--- src/rtl/irq_regbank_pkg.sv ---
package irq_regbank_pkg;

   // Decoded target of a bus access
   typedef enum logic [2:0] {
      RG_NONE,   // no region or misaligned
      RG_PRIO,   // source priority word
      RG_PEND,   // pending image word
      RG_EN,     // enable word inside the bitmap
      RG_THR,    // context threshold
      RG_CLM,    // context claim/complete
      RG_BAD     // inside a region but no register there
   } region_e;

endpackage

--- src/rtl/irq_addr_decode.sv ---
module irq_addr_decode
   import irq_regbank_pkg::*;
#(
   parameter int ADDR_W     = 16,
   parameter int NUM_SRC    = 31,
   parameter int NUM_CTX    = 2,
   parameter int EN_WORDS   = 1,
   parameter int PRIO_BASE  = 'h0000,
   parameter int PEND_BASE  = 'h1000,
   parameter int EN_BASE    = 'h2000,
   parameter int EN_STRIDE  = 'h80,
   parameter int CTX_BASE   = 'h4000,
   parameter int CTX_STRIDE = 'h1000,
   parameter int SRC_W      = 5,
   parameter int CTX_W      = 1,
   parameter int WORD_W     = 1
) (
   input  logic [ADDR_W-1:0] addr,
   output region_e           region,
   output logic [SRC_W-1:0]  src,
   output logic [CTX_W-1:0]  ctx,
   output logic [WORD_W-1:0] word
);

   localparam int E_SH = $clog2(EN_STRIDE);
   localparam int C_SH = $clog2(CTX_STRIDE);

   localparam logic [ADDR_W-1:0] P_LO   = ADDR_W'(PRIO_BASE);
   localparam logic [ADDR_W-1:0] P_HI   = ADDR_W'(PRIO_BASE + NUM_SRC * 4);
   localparam logic [ADDR_W-1:0] Q_LO   = ADDR_W'(PEND_BASE);
   localparam logic [ADDR_W-1:0] Q_HI   = ADDR_W'(PEND_BASE + EN_WORDS * 4);
   localparam logic [ADDR_W-1:0] E_LO   = ADDR_W'(EN_BASE);
   localparam logic [ADDR_W-1:0] E_HI   = ADDR_W'(EN_BASE + NUM_CTX * EN_STRIDE);
   localparam logic [ADDR_W-1:0] C_LO   = ADDR_W'(CTX_BASE);
   localparam logic [ADDR_W-1:0] C_HI   = ADDR_W'(CTX_BASE + NUM_CTX * CTX_STRIDE);
   localparam logic [ADDR_W-1:0] E_MASK = ADDR_W'(EN_STRIDE - 1);
   localparam logic [ADDR_W-1:0] C_MASK = ADDR_W'(CTX_STRIDE - 1);

   logic [ADDR_W-1:0] off_p, off_q, off_e, off_c, in_e, in_c;

   always_comb begin
      off_p  = addr - P_LO;
      off_q  = addr - Q_LO;
      off_e  = addr - E_LO;
      off_c  = addr - C_LO;
      in_e   = off_e & E_MASK;
      in_c   = off_c & C_MASK;
      region = RG_NONE;
      src    = '0;
      ctx    = '0;
      word   = '0;
      if (addr[1:0] != 2'b00) begin
         region = RG_NONE;
      end else if (addr >= P_LO && addr < P_HI) begin
         region = RG_PRIO;
         src    = SRC_W'((off_p >> 2) + ADDR_W'(1));
      end else if (addr >= Q_LO && addr < Q_HI) begin
         region = RG_PEND;
         word   = WORD_W'(off_q >> 2);
      end else if (addr >= E_LO && addr < E_HI) begin
         ctx = CTX_W'(off_e >> E_SH);
         if ((in_e >> 2) < ADDR_W'(EN_WORDS)) begin
            region = RG_EN;
            word   = WORD_W'(in_e >> 2);
         end else begin
            region = RG_BAD;
         end
      end else if (addr >= C_LO && addr < C_HI) begin
         ctx = CTX_W'(off_c >> C_SH);
         if (in_c == '0)
            region = RG_THR;
         else if (in_c == ADDR_W'(4))
            region = RG_CLM;
         else
            region = RG_BAD;
      end
   end

endmodule

--- src/rtl/irq_gateway.sv ---
module irq_gateway (
   input  logic clk,
   input  logic rst_n,
   input  logic lvl,
   input  logic take,
   input  logic done,
   output logic pend,
   output logic claimed
);

   logic lvl_q;

   always_ff @(posedge clk or negedge rst_n) begin
      if (!rst_n) begin
         lvl_q   <= 1'b0;
         pend    <= 1'b0;
         claimed <= 1'b0;
      end else begin
         lvl_q <= lvl;
         if (take)
            pend <= 1'b0;
         else if (lvl && !lvl_q && !pend && !claimed)
            pend <= 1'b1;
         if (take)
            claimed <= 1'b1;
         else if (done)
            claimed <= 1'b0;
      end
   end

endmodule

--- src/rtl/irq_arbiter.sv ---
module irq_arbiter #(
   parameter int NUM_SRC = 31,
   parameter int PRIO_W  = 3,
   parameter int SRC_W   = 5
) (
   input  logic [NUM_SRC:1]             cand,
   input  logic [NUM_SRC:1][PRIO_W-1:0] prio,
   input  logic [PRIO_W-1:0]            thr,
   output logic [SRC_W-1:0]             win_id,
   output logic                         req
);

   logic [PRIO_W-1:0] best_p;

   // Strictly greater: a later source never displaces an equal earlier one,
   // and nothing at or below the threshold can win.
   always_comb begin
      win_id = '0;
      best_p = thr;
      for (int i = 1; i <= NUM_SRC; i++) begin
         if (cand[i] && prio[i] > best_p) begin
            win_id = SRC_W'(i);
            best_p = prio[i];
         end
      end
      req = (win_id != '0);
   end

endmodule

--- src/rtl/irq_regbank.sv ---
module irq_regbank
   import irq_regbank_pkg::*;
#(
   parameter int ADDR_W     = 16,
   parameter int NUM_SRC    = 31,
   parameter int NUM_CTX    = 2,
   parameter int PRIO_W     = 3,
   parameter int PRIO_BASE  = 'h0000,
   parameter int PEND_BASE  = 'h1000,
   parameter int EN_BASE    = 'h2000,
   parameter int EN_STRIDE  = 'h80,
   parameter int CTX_BASE   = 'h4000,
   parameter int CTX_STRIDE = 'h1000
) (
   input  logic               clk,
   input  logic               rst_n,
   input  logic [NUM_SRC-1:0] src_irq,
   input  logic               wr_en,
   input  logic               rd_en,
   input  logic [ADDR_W-1:0]  addr,
   input  logic [31:0]        wdata,
   output logic [31:0]        rdata,
   output logic               wr_err,
   output logic [NUM_CTX-1:0] irq_req
);

   localparam int EN_WORDS = (NUM_SRC + 32) / 32;
   localparam int BITS     = EN_WORDS * 32;
   localparam int SRC_W    = $clog2(NUM_SRC + 1);
   localparam int CTX_W    = (NUM_CTX > 1) ? $clog2(NUM_CTX) : 1;
   localparam int WORD_W   = (EN_WORDS > 1) ? $clog2(EN_WORDS) : 1;
   localparam int MAX_PRIO = (1 << PRIO_W) - 1;

   // Elaboration-time screening of the parameter set
   if (NUM_SRC < 1 || NUM_CTX < 1)
      begin : g_bad_count  $error("irq_regbank: need at least one source and context"); end
   if (PRIO_W < 1 || PRIO_W > 31)
      begin : g_bad_prio   $error("irq_regbank: PRIO_W out of range"); end
   if ((EN_STRIDE & (EN_STRIDE - 1)) != 0 || EN_STRIDE < EN_WORDS * 4)
      begin : g_bad_en     $error("irq_regbank: EN_STRIDE must be a power of two holding the bitmap"); end
   if ((CTX_STRIDE & (CTX_STRIDE - 1)) != 0 || CTX_STRIDE < 8)
      begin : g_bad_ctx    $error("irq_regbank: CTX_STRIDE must be a power of two of at least 8"); end
   if (CTX_BASE + NUM_CTX * CTX_STRIDE > (1 << ADDR_W))
      begin : g_bad_map    $error("irq_regbank: address map exceeds ADDR_W"); end

   // ---------------- decode ----------------
   region_e           dec_region;
   logic [SRC_W-1:0]  dec_src;
   logic [CTX_W-1:0]  dec_ctx;
   logic [WORD_W-1:0] dec_word;

   irq_addr_decode #(
      .ADDR_W(ADDR_W), .NUM_SRC(NUM_SRC), .NUM_CTX(NUM_CTX), .EN_WORDS(EN_WORDS),
      .PRIO_BASE(PRIO_BASE), .PEND_BASE(PEND_BASE), .EN_BASE(EN_BASE),
      .EN_STRIDE(EN_STRIDE), .CTX_BASE(CTX_BASE), .CTX_STRIDE(CTX_STRIDE),
      .SRC_W(SRC_W), .CTX_W(CTX_W), .WORD_W(WORD_W)
   ) u_dec (
      .addr(addr), .region(dec_region), .src(dec_src), .ctx(dec_ctx), .word(dec_word)
   );

   // ---------------- storage ----------------
   logic [NUM_SRC:0][PRIO_W-1:0]              prio_q;
   logic [NUM_CTX-1:0][EN_WORDS-1:0][31:0]    en_q;
   logic [NUM_CTX-1:0][PRIO_W-1:0]            thr_q;

   logic [BITS-1:0]            pend_vec;
   logic [EN_WORDS-1:0][31:0]  pend_w;
   logic [NUM_SRC:0]           claimed_vec;
   logic [NUM_SRC:1]           take_vec, done_vec;
   logic [NUM_CTX-1:0][SRC_W-1:0] arb_id;

   logic wr_thr_ok, wr_cmp_ok;

   assign wr_thr_ok = (wdata <= 32'(MAX_PRIO));
   assign wr_cmp_ok = (wdata != 32'd0) && (wdata <= 32'(NUM_SRC));

   // ---------------- gateways ----------------
   assign pend_vec[0]    = 1'b0;
   assign claimed_vec[0] = 1'b0;
   if (BITS - 1 > NUM_SRC) begin : g_pend_pad
      assign pend_vec[BITS-1:NUM_SRC+1] = '0;
   end
   assign pend_w = pend_vec;

   for (genvar s = 1; s <= NUM_SRC; s++) begin : g_src
      irq_gateway u_gw (
         .clk(clk), .rst_n(rst_n), .lvl(src_irq[s-1]),
         .take(take_vec[s]), .done(done_vec[s]),
         .pend(pend_vec[s]), .claimed(claimed_vec[s])
      );
   end

   // ---------------- per-context arbitration ----------------
   for (genvar c = 0; c < NUM_CTX; c++) begin : g_ctx
      logic [BITS-1:0]  en_flat;
      logic [NUM_SRC:1] cand;
      assign en_flat = en_q[c];
      assign cand    = pend_vec[NUM_SRC:1] & en_flat[NUM_SRC:1] & ~claimed_vec[NUM_SRC:1];
      irq_arbiter #(.NUM_SRC(NUM_SRC), .PRIO_W(PRIO_W), .SRC_W(SRC_W)) u_arb (
         .cand(cand), .prio(prio_q[NUM_SRC:1]), .thr(thr_q[c]),
         .win_id(arb_id[c]), .req(irq_req[c])
      );
   end

   // ---------------- claim / complete strobes ----------------
   always_comb begin
      take_vec = '0;
      done_vec = '0;
      for (int s = 1; s <= NUM_SRC; s++) begin
         if (rd_en && dec_region == RG_CLM && arb_id[dec_ctx] == SRC_W'(s))
            take_vec[s] = 1'b1;
         if (wr_en && dec_region == RG_CLM && wr_cmp_ok && wdata == 32'(s))
            done_vec[s] = 1'b1;
      end
   end

   // ---------------- register writes and error flag ----------------
   always_ff @(posedge clk or negedge rst_n) begin
      if (!rst_n) begin
         prio_q <= '0;
         en_q   <= '0;
         thr_q  <= '0;
         wr_err <= 1'b0;
      end else begin
         wr_err <= 1'b0;
         if (wr_en) begin
            unique case (dec_region)
               RG_PRIO: prio_q[dec_src] <= wdata[PRIO_W-1:0];
               RG_EN:   en_q[dec_ctx][dec_word] <= wdata;
               RG_THR:  if (wr_thr_ok) thr_q[dec_ctx] <= wdata[PRIO_W-1:0];
                        else           wr_err <= 1'b1;
               RG_CLM:  if (!wr_cmp_ok) wr_err <= 1'b1;
               default: wr_err <= 1'b1;
            endcase
         end
      end
   end

   // ---------------- read data ----------------
   always_ff @(posedge clk or negedge rst_n) begin
      if (!rst_n) begin
         rdata <= '0;
      end else if (rd_en) begin
         unique case (dec_region)
            RG_PRIO: rdata <= 32'(prio_q[dec_src]);
            RG_PEND: rdata <= pend_w[dec_word];
            RG_EN:   rdata <= en_q[dec_ctx][dec_word];
            RG_THR:  rdata <= 32'(thr_q[dec_ctx]);
            RG_CLM:  rdata <= 32'(arb_id[dec_ctx]);
            default: rdata <= '0;
         endcase
      end
   end

endmodule

--- config.mk ---
export PLATFORM = sky130hd
export DESIGN_NAME = irq_regbank
export DESIGN_NICKNAME = d
export VERILOG_FILES = /design/src/rtl/irq_regbank_pkg.sv /design/src/rtl/irq_addr_decode.sv /design/src/rtl/irq_gateway.sv /design/src/rtl/irq_arbiter.sv /design/src/rtl/irq_regbank.sv
export SDC_FILE = /design/constraint.sdc
export NUM_CORES = 1
export LEC_CHECK = 0
export BUFFER_PORTS_ARGS = -buffer_cell sky130_fd_sc_hd__buf_4
export CORE_MARGIN = 8
export CORE_UTILIZATION = 40
export CTS_CLUSTER_SIZE = 30
export DETAILED_ROUTE_END_ITERATION = 7
export GPL_TIMING_DRIVEN = 0
export PLACE_DENSITY = 0.54
export SLEW_MARGIN = 10
export SYNTH_ARGS = -nofsm -noshare
export SYNTH_HDL_FRONTEND = slang
export SYNTH_SLANG_ARGS = --single-unit
--- constraint.sdc ---
create_clock -name clk -period 57.1 [get_ports clk]
set_clock_uncertainty 0.05 [all_clocks]
set_input_delay 11.42 -clock clk [delete_from_list [all_inputs] [get_ports clk]]
set_output_delay 11.42 -clock clk [all_outputs]
set_load 0.1 [all_outputs]
==> impl_metrics.env <==
export IMPL_worstHoldEndpoint="g_ctx[1].en_flat[24]$_DFFE_PN0P_"
export IMPL_power_density_nw_per_um2=18.8
export IMPL_synth_area_leader_cell="dfrtp_1"
export IMPL_grt_setup_unrepaired="yes"
export IMPL_clk_path_buf_depth=3
export IMPL_cpPeakStageDelay_ns=0.42
export IMPL_holdPathStages=1
export IMPL_postCtsHoldBufs=0
export IMPL_clock_latency_ns=0.57
export IMPL_drive_gt1_share_pct=15.7
export IMPL_fmax_mhz=18.2
export IMPL_reg2reg_setup_slack_ns=13.10
export IMPL_hold_violations=0
export IMPL_path_delay_family="adder cells"
export IMPL_setup_tns_ns=0
export IMPL_grt_util_met1_pct=38.8
export IMPL_power_share_sequential_pct=43.9
export IMPL_arrival_ns=43.48
export IMPL_final_antenna_net_count=0
export IMPL_die_area_um2=62400
export IMPL_grtUsageTotal_pct=28.3
export IMPL_yosys_cell_types_count=106
export IMPL_dr_total_vias=22600
export IMPL_yosysWarningCount=0
export IMPL_hold_start="g_ctx[1].en_flat[24]$_DFFE_PN0P_"
export IMPL_start_util_pct=40.5
export IMPL_die_x_um=250
export IMPL_cts_root_buf="clkbuf_16"
export IMPL_postLayoutCoreUtil_pct=47.0
export IMPL_cts_sinks=292
export IMPL_crit_fanout=8
export IMPL_drv_slew=0
export IMPL_critPathCaptureType="primary output"
export IMPL_irDropWorstVdd_uv=19.6
export IMPL_cp_start_kind="register"
export IMPL_power_leakage_nw=11.1
export IMPL_place_hpwl_mm=71.9
export IMPL_grt_busiest_layer="met2"
export IMPL_tritoncts="done"
export IMPL_critical_path_required_ns=45.63
export IMPL_drc_errors=0
export IMPL_num_rows=85
export IMPL_cts_buffers=36
export IMPL_gp_congestion=0.967
export IMPL_tightest_slew_ns=1.22
export IMPL_synth_edf_count=0
export IMPL_drt_first_iter_violations=2438
export IMPL_setup_viol=0
export IMPL_antenna_found_initial=2
export IMPL_p_int_mw=0.352
export IMPL_status="complete, no violations"
export IMPL_p_comb_share_pct=6.6
export IMPL_core_area_um2=53900
export IMPL_grt_pass1_vias=21400
export IMPL_syn_area_per_cell_um2=8.16
export IMPL_clockPowerShare_pct=49.5
export IMPL_grt_pass1_wl_mm=137
export IMPL_r2r_end="g_src[24].u_gw.pend$_DFFE_PN0P_"
export IMPL_die_h_um=250
export IMPL_synth_most_common_cell="nand2_1"
export IMPL_slew_headroom_pct=16.7
export IMPL_dp_cells=3491
export IMPL_drt_wirelength_per_cell_um=25.8
export IMPL_rr_worst_depth=213
export IMPL_ios=118
export IMPL_crit_buf_inv=8
export IMPL_min_path_type="reg -> reg"
export IMPL_ys_seq_area_share_pct=33.4
export IMPL_syn_nets=2841
export IMPL_drt_wl_total_mm=92.6
export IMPL_dr_pass1_iters=6
export IMPL_fin_crit_ns=54.95
export IMPL_regToRegStartpoint="thr_q[2]$_DFFE_PN0P_"
export IMPL_nets=3022
export IMPL_area_growth_syn_to_layout_pct=16.0
export IMPL_async_flop_share_pct=100
export IMPL_synthTopCellsByArea="dfrtp_1 33%, mux2_2 6.8%, nand2_1 5.5%, a21oi_1 5.2%, o21ai_0 4.9%"
export IMPL_netlist_instances=2680
export IMPL_fin_hold_ws_ns=0.474
export IMPL_cp_common_cell="nor2_1"
export IMPL_finalCritPeriodShare_pct=96.2
export IMPL_port_buffers=113
export IMPL_stdcell_count=3583
export IMPL_synth_top_cell_area_share_pct=33.4
export IMPL_p_switching_mw=0.124
export IMPL_grt_remaining_overflow=0
export IMPL_slowest_stage="a221o_1"
export IMPL_synth_ff_type="dfrtp_1"
export IMPL_synth_seq_cells=292
export IMPL_clk_pin_slew_ns=0.06
export IMPL_h_tree_depth=2
export IMPL_crit_type="reg -> out"
export IMPL_swShare_pct=26.1
export IMPL_grtUsageMet2_pct=44.8
export IMPL_grt_use_met3_pct=5.26
export IMPL_maxCapViolations=0
export IMPL_syn_cell_area_um2=21900
export IMPL_grt_max_degree=109
export IMPL_avgViaCountPerCell=6.31
export IMPL_yosys_top_cells_count="320 x nand2_1, 292 x dfrtp_1, 244 x nor2_1"
==> state kept, by name (all words and copies together), names as in the netlist <==
register            cells
thr_q                   6
g_src.u_gw.claimed     31
g_src.u_gw.pend        31
g_ctx.en_flat          64
wr_err                  1
prio_q                 96
rdata                  32
g_src.u_gw.lvl_q       31
==> how the worst max path moves through the flow <==
stage                                startpoint         end  cells after the start
after CTS                  thr_q[5]$_DFFE_PN0P_  irq_req[1]                    203
after floorplan           prio_q[4]$_DFFE_PN0P_  irq_req[0]                    209
after global placement    prio_q[4]$_DFFE_PN0P_  irq_req[0]                    208
after global routing       thr_q[5]$_DFFE_PN0P_  irq_req[1]                    205
final                      thr_q[2]$_DFFE_PN0P_  irq_req[0]                    213
after detailed placement  prio_q[4]$_DFFE_PN0P_  irq_req[0]                    207
==> logic make-up after synthesis <==
group / synth area share (%)
mux: 8.48
buf+inv: 4.40
compound gates: 25.5
xor+xnor: 0.120
fa+ha+maj: 5.80
simple gates: 22.3
flops: 33.4
==> power groups by stage <==
| stage | registers, mW | clock network [mW] | logic [mW] |
|---|---|---|---|
| 2_1_floorplan | 0.216 | 0 | 0.00916 |
| 3_3_place_gp | 0.213 | 0 | 0.0302 |
| 3_5_place_dp | 0.213 | 0 | 0.0311 |
| 4_1_cts | 0.209 | 0.238 | 0.0311 |
| 5_1_grt | 0.209 | 0.246 | 0.0332 |
| 6_report | 0.209 | 0.235 | 0.0314 |
==> layout by cell type, fill, tap and decap left out, types with 19 or more instances in the layout <==
cell type	netlist	routed
nor2b_1	28	28
nor3_1	42	37
maj3_1	28	28
or2_2	19	19
mux2_2	132	132
a21oi_1	228	218
ha_1	78	78
o22ai_1	48	48
a31oi_1	39	35
clkbuf_16	0	37
and3b_1	39	39
nand3_1	83	80
o21a_1	29	28
mux2i_1	30	28
o21ai_1	40	48
clkbuf_1	108	113
and2_1	43	42
o21ai_0	212	201
nor2_1	244	239
dfrtp_1	292	291
buf_4	3	144
inv_1	126	126
nand2_1	320	320
and3_1	33	33
o31ai_1	23	19
nand2b_1	20	20
o211ai_1	29	29
==> metrics by stage <==
step | power (mW) | setup WS [ns] | instance area [um^2]
after floorplan | 0.225 | 6.36 | 21900
after global placement | 0.243 | 0.540 | 23600
after detailed placement | 0.244 | 0.246 | 23700
after CTS | 0.478 | 0.0713 | 24900
after global routing | 0.488 | -0.320 | 25300
final | 0.476 | 2.15 | 25300
==> worst reg2reg max path: cells and delay by family (launching register included) <==
family / cells / cell delay, ns
adder cells (fa/ha/maj): 48 / 14.32
AO/OA/AOI/OAI: 70 / 13.01
AND/OR/NAND/NOR: 77 / 11.57
multiplexers: 11 / 3.66
buffers and inverters: 7 / 0.86
flip-flops: 1 / 0.41
==> routing by layer <==
metal | up-vias | wire (um) | share of wire [%]
met5 | - | 0 | 0
met4 | 0 | 2920 | 3.2
met1 | 11200 | 40300 | 44
met3 | 168 | 7750 | 8.4
li1 | 10300 | - | -
met2 | 979 | 41600 | 45
==> timing repair <==
item	4_1_cts	5_1_grt
cloned	0	0
pin swaps	0	17
gates resized for setup	8	66
setup endpoints to repair	2	2
buffers inserted	0	29
==> final cells by class <==
class	count	area, um^2
inverter	127	477
tap	696	871
multi-input combinational	2136	13900
clock inverter	16	185
clock buffer	47	1000
buffer	124	482
sequential	292	7310
fill	5295	28600
timing repair buffer	144	1130
antenna	1	2.50
Power figures use the tool's default switching activity.
